--- config.mk ---
export PLATFORM = sky130hd
export DESIGN_NAME = apb_read_requester
export DESIGN_NICKNAME = d
export VERILOG_FILES = /design/src/rtl/apb_rd_pkg.sv /design/src/rtl/apb_rd_ctrl.sv /design/src/rtl/apb_rd_datapath.sv /design/src/rtl/apb_read_requester.sv
export SDC_FILE = /design/constraint.sdc
export NUM_CORES = 1
export LEC_CHECK = 0
export BUFFER_PORTS_ARGS = -buffer_cell sky130_fd_sc_hd__buf_2
export CORE_AREA = 2 2 66 81
export CTS_CLUSTER_DIAMETER = 30
export DETAILED_ROUTE_END_ITERATION = 7
export DIE_AREA = 0 0 68 83
export PLACE_DENSITY = 0.82
export SKIP_LAST_GASP = 1
export SLEW_MARGIN = 25
export SYNTH_ARGS = -nofsm -noshare
export SYNTH_HDL_FRONTEND = slang
export SYNTH_SLANG_ARGS = --single-unit
--- constraint.sdc ---
create_clock -name clk -period 1.7 [get_ports clk]
set_input_delay 0.17 -clock clk [delete_from_list [all_inputs] [get_ports clk]]
set_output_delay 0.17 -clock clk [all_outputs]
set_load 0.005 [all_outputs]
--- src/rtl/apb_rd_pkg.sv ---
package apb_rd_pkg;

  typedef enum logic [1:0] {
    PH_IDLE   = 2'd0,
    PH_SETUP  = 2'd1,
    PH_ACCESS = 2'd2
  } phase_e;

  // Strobes from the phase controller to the datapath
  typedef struct packed {
    logic loadAddr;  // latch the request address (start accepted)
    logic capture;   // qualified completion edge: register read data
  } strobe_t;

endpackage

--- src/rtl/apb_rd_ctrl.sv ---
module apb_rd_ctrl
  import apb_rd_pkg::*;
(
  input  logic    clk,
  input  logic    rstN,
  input  logic    reqStart,
  input  logic    busReady,
  input  logic    busWrite,
  output strobe_t stb,
  output logic    busSel,
  output logic    busEnable,
  output logic    busy
);

  phase_e phaseQ, phaseD;

  always_comb begin
    phaseD = phaseQ;
    unique case (phaseQ)
      PH_IDLE:   if (reqStart) phaseD = PH_SETUP;
      PH_SETUP:  phaseD = PH_ACCESS;
      PH_ACCESS: if (busReady) phaseD = PH_IDLE;
      default:   phaseD = PH_IDLE;
    endcase
  end

  always_ff @(posedge clk) begin
    if (!rstN) phaseQ <= PH_IDLE;
    else       phaseQ <= phaseD;
  end

  assign busSel    = (phaseQ != PH_IDLE);
  assign busEnable = (phaseQ == PH_ACCESS);
  assign busy      = busSel;

  always_comb begin
    stb          = '0;
    stb.loadAddr = (phaseQ == PH_IDLE) && reqStart;
    stb.capture  = busSel && busEnable && busReady && !busWrite;
  end

  AST_SETUP_TO_ACCESS: assert property (@(posedge clk) disable iff (!rstN)
    (busSel && !busEnable) |=> (busSel && busEnable));

  AST_WAIT_HOLDS: assert property (@(posedge clk) disable iff (!rstN)
    (busEnable && !busReady) |=> (busSel && busEnable));

  AST_COMPLETE_IDLE: assert property (@(posedge clk) disable iff (!rstN)
    (busEnable && busReady) |=> (!busSel && !busEnable));

endmodule

--- src/rtl/apb_rd_datapath.sv ---
module apb_rd_datapath
  import apb_rd_pkg::*;
#(
  parameter int ADDR_W = 12,
  parameter int DATA_W = 32
) (
  input  logic              clk,
  input  logic              rstN,
  input  strobe_t           stb,
  input  logic [ADDR_W-1:0] reqAddr,
  input  logic [DATA_W-1:0] busRdata,
  output logic [ADDR_W-1:0] busAddr,
  output logic              busWrite,
  output logic [DATA_W-1:0] busWdata,
  output logic [DATA_W-1:0] rspData,
  output logic              rspValid
);

  logic [ADDR_W-1:0] addrQ;
  logic [DATA_W-1:0] dataQ;
  logic              doneQ;

  always_ff @(posedge clk) begin
    if (!rstN) begin
      addrQ <= '0;
      dataQ <= '0;
      doneQ <= 1'b0;
    end else begin
      if (stb.loadAddr) addrQ <= reqAddr;
      if (stb.capture)  dataQ <= busRdata;
      doneQ <= stb.capture;
    end
  end

  assign busAddr  = addrQ;
  assign busWrite = 1'b0;
  assign busWdata = '0;
  assign rspData  = dataQ;
  assign rspValid = doneQ;

  AST_DONE_ONE_CYCLE: assert property (@(posedge clk) disable iff (!rstN)
    rspValid |=> !rspValid);

  AST_DATA_HOLDS: assert property (@(posedge clk) disable iff (!rstN)
    !rspValid |-> $stable(rspData));

endmodule

--- src/rtl/apb_read_requester.sv ---
module apb_read_requester
  import apb_rd_pkg::*;
#(
  parameter int ADDR_W = 12,
  parameter int DATA_W = 32
) (
  input  logic              clk,
  input  logic              rstN,
  input  logic              reqStart,
  input  logic [ADDR_W-1:0] reqAddr,
  output logic              busy,
  output logic              rspValid,
  output logic [DATA_W-1:0] rspData,
  output logic              busSel,
  output logic              busEnable,
  output logic              busWrite,
  output logic [ADDR_W-1:0] busAddr,
  output logic [DATA_W-1:0] busWdata,
  input  logic              busReady,
  input  logic [DATA_W-1:0] busRdata
);

  strobe_t stb;

  apb_rd_ctrl uCtrl (
    .clk       (clk),
    .rstN      (rstN),
    .reqStart  (reqStart),
    .busReady  (busReady),
    .busWrite  (busWrite),
    .stb       (stb),
    .busSel    (busSel),
    .busEnable (busEnable),
    .busy      (busy)
  );

  apb_rd_datapath #(.ADDR_W(ADDR_W), .DATA_W(DATA_W)) uData (
    .clk      (clk),
    .rstN     (rstN),
    .stb      (stb),
    .reqAddr  (reqAddr),
    .busRdata (busRdata),
    .busAddr  (busAddr),
    .busWrite (busWrite),
    .busWdata (busWdata),
    .rspData  (rspData),
    .rspValid (rspValid)
  );

  AST_ADDR_HELD: assert property (@(posedge clk) disable iff (!rstN)
    (busSel && $past(busSel)) |-> $stable(busAddr));

  AST_START_IGNORED: assert property (@(posedge clk) disable iff (!rstN)
    (busy && reqStart) |=> $stable(busAddr));

endmodule

==> impl_metrics.json <==
{
  "outcome": "finished, final reports clean",
  "layout.cells.non_filler": 388,
  "cts_buffers": 5,
  "synthTopCellsByArea": "dfxtp_1 44%, mux2i_1 20%, nand2_1 15%",
  "cts_tree": "done",
  "postCtsResizedCells": 0,
  "grt_max_degree": 92,
  "place_inst": 380,
  "final_layout_size_suffix_gt1_frac": 0.329,
  "max_freq_mhz": 799,
  "core-area_sq_mm": 0.00483,
  "htree_levels": 2,
  "area_growth_pct": 19.4,
  "dr.first_iter.drc_count": 63,
  "grt_pass1_wl_um": 6180,
  "critPathTopFamily": "flip-flops",
  "synth_top_area_frac": 0.435,
  "p_leak_nw": 1.30,
  "routabilityCongestion": 0.717,
  "wl_um": 3960,
  "irDropWorstVdd_v": 0.000480,
  "criticalPathCategory": "flop to output pin",
  "synth_edf_count": 0,
  "post-synth-top-area-cell": "dfxtp_1",
  "critPathBufInv": 1,
  "p_seq_frac": 0.566,
  "drtAntennaViolNets": 0,
  "cts.path.max_buffers": 2,
  "hpwl_um": 2970,
  "swShare": 0.242,
  "drt-vias-per-instance": 4.36,
  "hold_ws_ns": 0.119,
  "p_comb_frac": 0.125,
  "ys_seq_elements": 47,
  "root_buffer": "clkbuf_8",
  "antenna_found_initial": 0,
  "critPathLaunchType": "flop",
  "drc": 0,
  "finalCriticalPeriod_ns": 1.25,
  "crit_chain": "or2_2 > buf_2",
  "ios": 129,
  "initial_core_util": 0.447,
  "hp-class": "input pin to flop",
  "grt_pass1_vias": 1526,
  "synth-async-reset-ratio": 0,
  "clock_sinks": 47,
  "antenna_cells": 0,
  "grt_remaining_overflow": 0,
  "clk_latency_ns": 0.28,
  "die_w_um": 68,
  "drv_slew": 0,
  "intPower_mw": 1.55,
  "drt_pass1_iterations": 4,
  "vias": 1691,
  "cp.arrival_ns": 1.08,
  "synth_most_common_cell": "nand2_1",
  "syn_area_per_cell_sq_um": 9.08,
  "required_ns": 1.53,
  "io_buffers": 95,
  "synth_top_cells_by_count": "88 x nand2_1, 47 x dfxtp_1, 44 x mux2i_1",
  "hold_violations": 0,
  "critPathSlowestCell": "dfxtp_1",
  "path_clk_slew_ns": 0.08,
  "clkPwrFrac": 0.309,
  "synth_top_flop_cell": "dfxtp_1",
  "design.die.area_sq_mm": 0.00564,
  "synth_area_sq_mm": 0.00216,
  "cts_hold_buffers": 0,
  "p_per_area_mw_per_mm2": 794,
  "rsz0062_at_grt": "false",
  "wl_per_cell_um": 10.2,
  "fp.dieH_um": 83,
  "syn_inst": 238,
  "end_kind": "output pin",
  "fin_crit_sh": 0.736,
  "worst-path-max-fanout": 6,
  "cts_setup_buffers": 0,
  "drv_cap": 0,
  "setup-tns-final_ns": 0,
  "power.switching_uw": 495,
  "fin_skew_ns": 0.00194,
  "critical-path-max-stage-delay_ns": 0.35,
  "nets": 375,
  "ys_types": 18,
  "grtUsageTotal": 0.139,
  "synth_warnings": 0,
  "setup_viol": 0,
  "placementRows": 28,
  "ys_seq_area_frac": 0.435
}
-- tightest hold or removal path: stages --
cell	delay [ns]
buf_2	0.09
nand2_1	0.04
mux2i_1	0.05
-- layout by cell type (no fill, tap or decap) --
| cell type | synthesis | layout |
|---|---|---|
| and2_1 | 2 | 2 |
| and2b_1 | 1 | 1 |
| and3b_2 | 0 | 1 |
| buf_12 | 2 | 1 |
| buf_2 | 5 | 95 |
| buf_4 | 34 | 3 |
| clkbuf_1 | 5 | 2 |
| clkbuf_8 | 0 | 5 |
| clkinv_2 | 0 | 1 |
| conb_1 | 1 | 33 |
| dfxtp_1 | 47 | 47 |
| mux2i_1 | 44 | 44 |
| nand2_1 | 88 | 88 |
| nor2b_1 | 1 | 1 |
| nor3b_1 | 1 | 1 |
| nor3b_2 | 1 | 1 |
| o21a_1 | 1 | 1 |
| or2_2 | 1 | 1 |
-- final timing paths --
path	cells past startpoint	end	from	slack (ns)
hold / removal	3	uData.busAddr[4]$_SDFFE_PN0P_	reqAddr[4]	0.12
setup / recovery	2	busy	uCtrl.phaseQ[1]$_SDFFE_PN0P_	0.45
hold reg to reg	2	uData.busAddr[11]$_SDFFE_PN0P_	uData.busAddr[11]$_SDFFE_PN0P_	0.46
setup reg to reg	3	uData.rspData[6]$_SDFFE_PN0P_	uCtrl.phaseQ[1]$_SDFFE_PN0P_	0.46
-- metrics by stage --
step                      power, mW  utilization  setup slack [ns]  cell area (sq um)
final                          2.05        0.534             0.449               2580
after global routing           2.17        0.534             0.355               2580
after CTS                      2.08        0.534             0.432               2580
after detailed placement       1.44        0.517             0.467               2500
after global placement         1.44        0.517             0.559               2500
after floorplan                1.40            -             0.584               2280
-- final cells by class --
cell class / count / area [sq um]
Fill cell: 456 / 2250
Multi-Input combinational cell: 174 / 965
Sequential cell: 47 / 941
Timing Repair Buffer: 99 / 518
Clock buffer: 7 / 76.3
Tap cell: 60 / 75.1
Clock inverter: 1 / 5.00
-- power by group through the flow --
stage | combinational (mW) | sequential (mW) | clock [mW]
floorplan | 0.209 | 1.19 | 0
global placement | 0.253 | 1.18 | 0
detailed placement | 0.259 | 1.19 | 0
CTS | 0.259 | 1.16 | 0.663
global route | 0.289 | 1.17 | 0.712
finish | 0.256 | 1.16 | 0.632
-- kinds of logic after synthesis --
family,synth area share
compound gates,0.00348
simple gates,0.181
mux,0.204
other cells,0.00174
buf+inv,0.174
flops,0.435
-- flip-flops by register name (all words and copies together), names as in the netlist --
signal          count
uCtrl.phaseQ        2
uData.rspData      32
uData.busAddr      12
uData.rspValid      1
-- layer usage --
layer / track usage / up-vias / wire length (um)
met3: 0.0420 / 5 / 320
li1: - / 863 / -
met4: 0.0491 / 0 / 48
met2: 0.252 / 69 / 1970
met1: 0.146 / 754 / 1620
met5: 0 / - / 0
No activity file was read; power rests on OpenSTA's default activity.
